[config.mk]
export PLATFORM = sky130hd
export DESIGN_NAME = hostport_decoder
export DESIGN_NICKNAME = d
export VERILOG_FILES = /design/src/rtl/hostport_decoder.sv
export SDC_FILE = /design/constraint.sdc
export NUM_CORES = 1
export LEC_CHECK = 0
export ABC_AREA = 1
export BUFFER_PORTS_ARGS = -buffer_cell sky130_fd_sc_hd__buf_4
export CORE_MARGIN = 3
export CORE_UTILIZATION = 50
export CTS_BUF_LIST = sky130_fd_sc_hd__clkbuf_8
export CTS_CLUSTER_SIZE = 14
export DETAILED_ROUTE_END_ITERATION = 8
export GPL_ROUTABILITY_DRIVEN = 0
export PLACE_DENSITY = 0.83
export SLEW_MARGIN = 0
export SYNTH_ARGS = -nofsm -noshare
export SYNTH_HDL_FRONTEND = slang
export SYNTH_SLANG_ARGS = --single-unit
export TNS_END_PERCENT = 10
[constraint.sdc]
create_clock -name clk -period 2 [get_ports clk]
set_clock_uncertainty 0.05 [all_clocks]
set_input_delay 0.3 -clock clk [delete_from_list [all_inputs] [get_ports clk]]
set_output_delay 0.3 -clock clk [all_outputs]
set_load 0.1 [all_outputs]
[src/rtl/hostport_decoder.sv]
module hostport_decoder #(
  parameter int DW = 8,
  parameter int SW = 3
) (
  input  logic             clk,
  input  logic             rst_n,
  input  logic             cs_n,
  input  logic             ds_n,
  input  logic             rnw,
  input  logic [5:0]       addr,
  input  logic [DW-1:0]    wdata,
  output logic [DW-1:0]    rdata,
  output logic             ack_n,
  output logic [DW-1:0]    ctrl,
  output logic             mem_req,
  input  logic             mem_gnt,
  output logic [1:0]       mem_tgt,
  output logic             mem_we,
  output logic [SW+4:0]    mem_addr,
  output logic [DW-1:0]    mem_wdata,
  input  logic [DW-1:0]    mem_rdata
);
  localparam int CW  = 5;
  localparam int MAW = SW + CW;
  localparam logic [1:0] T_NONE = 2'd0, T_CML = 2'd1, T_DM = 2'd3;

  typedef enum logic [1:0] {S_IDLE, S_REQ, S_DONE} st_t;
  st_t st;

  logic [DW-1:0]  ctrl_q, rdata_q, wd_q;
  logic [1:0]     tgt_q;
  logic           we_q;
  logic [MAW-1:0] addr_q;
  logic [1:0]     dec_tgt;

  wire start   = (st == S_IDLE) && !cs_n && !ds_n;
  wire is_ctrl = !addr[5] && (addr[1:0] == 2'b00);

  always_comb begin
    if (!addr[5])       dec_tgt = T_NONE;
    else if (ctrl_q[7]) dec_tgt = rnw ? T_DM : T_CML;
    else                dec_tgt = ctrl_q[4:3];
  end

  wire go_mem = addr[5] && (dec_tgt != T_NONE) && !(dec_tgt == T_DM && !rnw);

  always_ff @(posedge clk or negedge rst_n) begin
    if (!rst_n) begin
      st      <= S_IDLE;
      ctrl_q  <= '0;
      rdata_q <= '0;
      wd_q    <= '0;
      tgt_q   <= T_NONE;
      we_q    <= 1'b0;
      addr_q  <= '0;
    end else begin
      case (st)
        S_IDLE: if (start) begin
          tgt_q  <= dec_tgt;
          we_q   <= !rnw;
          addr_q <= {ctrl_q[SW-1:0], addr[CW-1:0]};
          wd_q   <= wdata;
          if (go_mem) st <= S_REQ;
          else begin
            st <= S_DONE;
            if (is_ctrl && !rnw) ctrl_q <= wdata;
            if (rnw) rdata_q <= is_ctrl ? ctrl_q : '0;
          end
        end
        S_REQ: if (mem_gnt) begin
          st <= S_DONE;
          if (!we_q) rdata_q <= mem_rdata;
        end
        default: if (cs_n || ds_n) st <= S_IDLE;
      endcase
    end
  end

  assign ack_n     = (st != S_DONE);
  assign mem_req   = (st == S_REQ);
  assign mem_tgt   = tgt_q;
  assign mem_we    = we_q;
  assign mem_addr  = addr_q;
  assign mem_wdata = wd_q;
  assign rdata     = rdata_q;
  assign ctrl      = ctrl_q;


  req_hold_chk: assert property (@(posedge clk) disable iff (!rst_n)
    mem_req && !mem_gnt |=> mem_req);

  no_ack_in_req_chk: assert property (@(posedge clk) disable iff (!rst_n)
    mem_req |-> ack_n);

  rdata_stable_chk: assert property (@(posedge clk) disable iff (!rst_n)
    !ack_n && !$past(ack_n) |-> $stable(rdata));

  ack_release_chk: assert property (@(posedge clk) disable iff (!rst_n)
    !ack_n && (cs_n || ds_n) |=> ack_n);

  dm_readonly_chk: assert property (@(posedge clk) disable iff (!rst_n)
    mem_req |-> !(mem_we && mem_tgt == T_DM));

  one_req_chk: assert property (@(posedge clk) disable iff (!rst_n)
    !ack_n |=> !mem_req);
endmodule

==> results.py, run 1 <==
metrics = {
    "floorplanning": {
        "die-area_um2": 4090,
        "io_pins": 65,
        "core_um2": 3130,
        "dieWidth_um": 64.0,
        "die_y_um": 64.0,
        "rows": 20,
        "start_util_pct": 53.7,
    },
    "yosys": {
        "synth_area_um2": 1680,
        "synth.ff_latch_count": 37,
        "yosysUniqueCellTypes": 18,
        "synth.avg_cell_area_um2": 8.07,
        "syn_inst": 208,
        "syn_nets": 236,
        "ys_warn_count": 0,
        "ys_seq_area_share_pct": 55.1,
    },
    "finish": {
        "mostFrequentLayoutCells": "91 x nand2_1, 66 x buf_4, 37 x dfrtp_1, 19 x inv_1, 19 x nand3_1",
        "diodes": 0,
        "layout_commonest_cell": "nand2_1",
        "fin_nets": 305,
        "fin_cells": 322,
        "drive_gt1_share_pct": 32.0,
        "areaGrowthSynthToFinish_pct": 37.2,
    },
    "timing": {
        "setup_viol": 0,
        "final_hold_viol_count": 0,
        "worstMarginPinSlew_ns": 0.450,
        "period_share_pct": 86.2,
        "clock.fmax_mhz": 580,
        "finalSetupTns_ns": 0,
        "period_needed_ns": 1.72,
        "hold_slack_ns": 0.161,
        "rsz0062_at_grt": "false",
        "final.setup.worst_slack_ns": 0.276,
        "relSlewSlack_pct": 69.9,
        "slew_violations": 0,
    },
    "detailed_routing": {
        "drtAntennaViolNets": 0,
        "drt-initial-drc-count": 67,
        "drcViolationCount": 0,
        "post_drt_wl_per_cell_um": 12.1,
        "vias": 1544,
        "dr.pass1.iters": 4,
        "vias_per_cell": 4.80,
        "drt-total-wl_mm": 3.89,
    },
    "global_route": {
        "grt-ovfl-total": 0,
        "grt_pass1_vias": 1500,
        "grt_usage_pct": 21.4,
        "antenna_found_initial": 0,
        "grt_pass1_wl_mm": 6.83,
        "grt_max_degree": 38,
    },
    "cts": {
        "clk_pin_slew_worst_paths_ns": 0.07,
        "cts_tree": "yes",
        "clock-sinks": 37,
        "root_buffer": "clkbuf_8",
        "htreeDepth": 2,
        "cts_made_buffers": 5,
        "insertion_delay_ns": 0.28,
        "cts.path.max_buffers": 2,
    },
    "worst_setup_path": {
        "worstSetupPathType": "reg2reg",
        "worstPathArrival_ns": 1.90,
        "worstSetupEndpointType": "register",
        "cp-start-kind": "register",
        "critPathRequiredTime_ns": 2.17,
        "path_max_fanout": 11,
    },
    "run": {
        "cap_violations": 0,
    },
    "placed_design": {
        "port_buffers": 64,
        "dp.cells": 313,
        "dp_slack_ns": 0.282,
        "place_hpwl_mm": 2.93,
    },
    "outcome": {
        "outcome": "complete, no violations",
    },
    "hold_path": {
        "worstHoldPathType": "in2reg",
    },
}
## what timing repair did
action                                  CTS  global route
hold buffers                              1             0
endpoints found under the setup margin    0             1
buffers inserted                          0             0
hold endpoints to repair                 37             0
gates resized for setup                   0             2
## state kept, by name, summed over array words and instances (netlist names)
name / cells
ctrl: 8
mem_addr: 8
mem_wdata: 8
rdata: 8
mem_tgt: 2
st: 2
mem_we: 1
## routing by layer
layer  track usage, %  share of wire [%]
met5                0                  0
met4             5.66                1.3
met2             36.4                 49
met3             5.62                6.1
met1             27.1                 43
## synthesized netlist by cell type, drive strengths merged
| cell type | count | share of area (%) |
|---|---|---|
| buf | 4 | 1.5 |
| nor3 | 1 | 0.97 |
| nand2 | 96 | 22 |
| o21ai | 20 | 6.4 |
| inv | 22 | 4.9 |
| dfrtp | 37 | 55 |
| nor2 | 7 | 2.6 |
| clkbuf | 2 | 0.45 |
| nand3 | 19 | 5.7 |
## layout make-up
| class | instances | area, um^2 |
|---|---|---|
| flip-flops and latches | 37 | 926 |
| fillers | 253 | 825 |
| multi-input cells | 143 | 641 |
| repair buffers | 68 | 517 |
| inverters | 22 | 82.6 |
| clock buffers | 5 | 68.8 |
| well taps | 44 | 55.1 |
| clock inverters | 3 | 13.8 |
## through the flow
stage          cell area, um^2  util, %
2_1_floorplan             1680        -
4_1_cts                   2300     73.4
5_1_grt                   2300     73.6
6_report                  2300     73.6
3_5_place_dp              2200     70.5
3_3_place_gp              2200     70.5
## path summary, 6_finish.rpt
check	start	end	slack [ns]	cells after the start
max in group asynchronous	rst_n	st[0]	1.12	2
setup / recovery	ctrl[7]	rdata[2]	0.28	7
min in group asynchronous	rst_n	mem_addr[3]	0.46	2
setup reg to reg	ctrl[7]	rdata[2]	0.28	7
hold reg to reg	mem_wdata[1]	mem_wdata[1]	0.43	2
hold / removal	addr[3]	mem_addr[3]	0.16	3
## cell families after synthesis
group,synth area share (%)
buffers and inverters,6.85
AND/OR/NAND/NOR,31.6
flip-flops,55.1
AO/OA/AOI/OAI,6.41
## critical path: stages, from the launching register on
cell     delay, ns
dfrtp_1       0.42
o21ai_0       0.32
nor2_1        0.07
nand2_1       0.06
nand3_1       0.32
nand2_4       0.24
nand2_1       0.10
nand2_1       0.08
Power of run 1 is not shown: default switching activity piles up to over one toggle a cycle in this logic, so the estimate is an artifact.
==> run 2, diff against run 1 <==
--- a/config.mk
+++ b/config.mk
@@ -7,7 +7,7 @@
 export LEC_CHECK = 0
 export ABC_AREA = 1
 export BUFFER_PORTS_ARGS = -buffer_cell sky130_fd_sc_hd__buf_4
-export CORE_MARGIN = 3
+export CORE_MARGIN = 5
 export CORE_UTILIZATION = 50
 export CTS_BUF_LIST = sky130_fd_sc_hd__clkbuf_8
 export CTS_CLUSTER_SIZE = 14
==> results.py, run 2 (synthesis gave the netlist of run 1 again) <==
metrics = {
    "worst_setup_path": {
        "r2r_end": "rdata[1]",
        "path_max_fanout": 11,
        "worstRegToRegCells": 7,
        "worstPathArrival_ns": 1.89,
        "worstPathCellList": "o21ai_0 -> nor2_1 -> nand2_1 -> nand3_1 -> nand2_4 -> nand2_1 -> nand2_1",
        "crit_path_end": "rdata[1]",
        "crit_start": "ctrl[7]",
        "critPathRequiredTime_ns": 2.18,
        "cpMostUsedCell": "nand2_1",
        "slowest_stage": "dfrtp_1",
        "cp-start-kind": "register",
        "worstSetupPathType": "reg2reg",
        "r2r_start": "ctrl[7]",
        "slowest_delay_ns": 0.42,
        "r2r_setup_slack_ns": 0.29,
        "worstSetupEndpointType": "register",
    },
    "detailed_routing": {
        "drcViolationCount": 0,
        "post_drt_wl_per_cell_um": 12.8,
        "drt-initial-drc-count": 109,
        "vias": 1577,
        "vias_per_cell": 4.87,
        "dr.pass1.iters": 4,
        "drt-total-wl_mm": 4.13,
        "drtAntennaViolNets": 0,
    },
    "run": {
        "cap_violations": 0,
    },
    "floorplanning": {
        "io_pins": 65,
        "die_y_um": 68.0,
        "die-area_um2": 4620,
        "rows": 21,
        "core_um2": 3280,
        "dieWidth_um": 68.0,
        "start_util_pct": 51.1,
    },
    "timing": {
        "relSlewSlack_pct": 68.7,
        "final_hold_viol_count": 0,
        "period_share_pct": 85.6,
        "rsz0062_at_grt": "false",
        "worstMarginPinSlew_ns": 0.469,
        "clock.fmax_mhz": 584,
        "setup_viol": 0,
        "slew_violations": 0,
        "period_needed_ns": 1.71,
        "finalSetupTns_ns": 0,
        "final.setup.worst_slack_ns": 0.287,
    },
    "global_route": {
        "antenna_found_initial": 0,
        "grt_usage_pct": 20.2,
        "grt_pass1_vias": 1466,
        "grt-ovfl-total": 0,
        "grt_max_degree": 38,
        "grt_pass1_wl_mm": 6.81,
    },
    "outcome": {
        "outcome": "complete, no violations",
    },
    "finish": {
        "mostFrequentLayoutCells": "92 x nand2_1, 67 x buf_4, 37 x dfrtp_1, 19 x nand3_1, 18 x inv_1",
        "layout_commonest_cell": "nand2_1",
        "fin_nets": 305,
        "drive_gt1_share_pct": 32.0,
        "areaGrowthSynthToFinish_pct": 38.1,
        "diodes": 0,
    },
    "cts": {
        "htreeDepth": 2,
        "insertion_delay_ns": 0.29,
        "cts_tree": "yes",
        "cts_setup_buffers": 0,
        "root_buffer": "clkbuf_8",
        "clock-sinks": 37,
        "cts_made_buffers": 5,
        "clk_pin_slew_worst_paths_ns": 0.07,
        "ctsResizeCount": 0,
        "cts.path.max_buffers": 2,
    },
    "placed_design": {
        "place_hpwl_mm": 3.12,
        "port_buffers": 64,
        "dp_slack_ns": 0.306,
    },
    "hold_path": {
        "worstHoldPathType": "in2reg",
    },
}
-- run 2: changes by cell type in the layout (fill, tap and decap cells not counted), sizes merged --
cell / previous run / this run
clkbuf: 5 / 7
clkinv: 2 / 1
inv: 23 / 22
-- run 2: worst max-delay path: cells and delay by family (launching register included) --
family,cells,cell delay [ns]
flops,1,0.42
simple gates,6,0.86
compound gates,1,0.33
-- run 2: worst min path at each step --
stage               startpoint           to  slack, ns  cells after the start
detailed placement       rst_n     rdata[2]       0.24                      1
global placement         rst_n     rdata[2]       0.23                      1
global route          wdata[2]      ctrl[2]       0.15                      3
finish                 addr[4]  mem_addr[4]       0.16                      3
CTS                    addr[4]  mem_addr[4]       0.15                      3
floorplan                rst_n      ctrl[0]      -0.05                      0
-- run 2: routing by layer --
layer / track usage (%) / part of all wire, % / vias up
li1: - / - / 785
met1: 27.0 / 44 / 735
met2: 30.0 / 48 / 53
met3: 6.08 / 6.8 / 4
met5: 0 / 0 / -
met4: 9.43 / 1.0 / 0
-- run 2: timing repair --
| action | 4_1_cts | 5_1_grt |
|---|---|---|
| hold endpoints to repair | 37 | 0 |
| hold buffers | 1 | 0 |
| endpoints found under the setup margin | 0 | 0 |
-- run 2: layout make-up --
type	instances	area (um^2)
Tap cell	46	57.6
Clock buffer	7	96.3
Timing Repair Buffer	68	513
Fill cell	251	966
Sequential cell	37	926
Clock inverter	1	5.00
Inverter	22	82.6
Multi-Input combinational cell	143	638
-- run 2: through the flow --
step | hold slack, ns | std cells | util, % | cell area [um^2]
2_1_floorplan | -0.0456 | 208 | - | 1680
3_3_place_gp | 0.235 | 315 | 67.2 | 2210
3_5_place_dp | 0.240 | 315 | 67.2 | 2210
4_1_cts | 0.154 | 324 | 70.6 | 2320
5_1_grt | 0.154 | 324 | 70.6 | 2320
6_report | 0.163 | 324 | 70.6 | 2320
Power of run 2 is left out for the same reason.
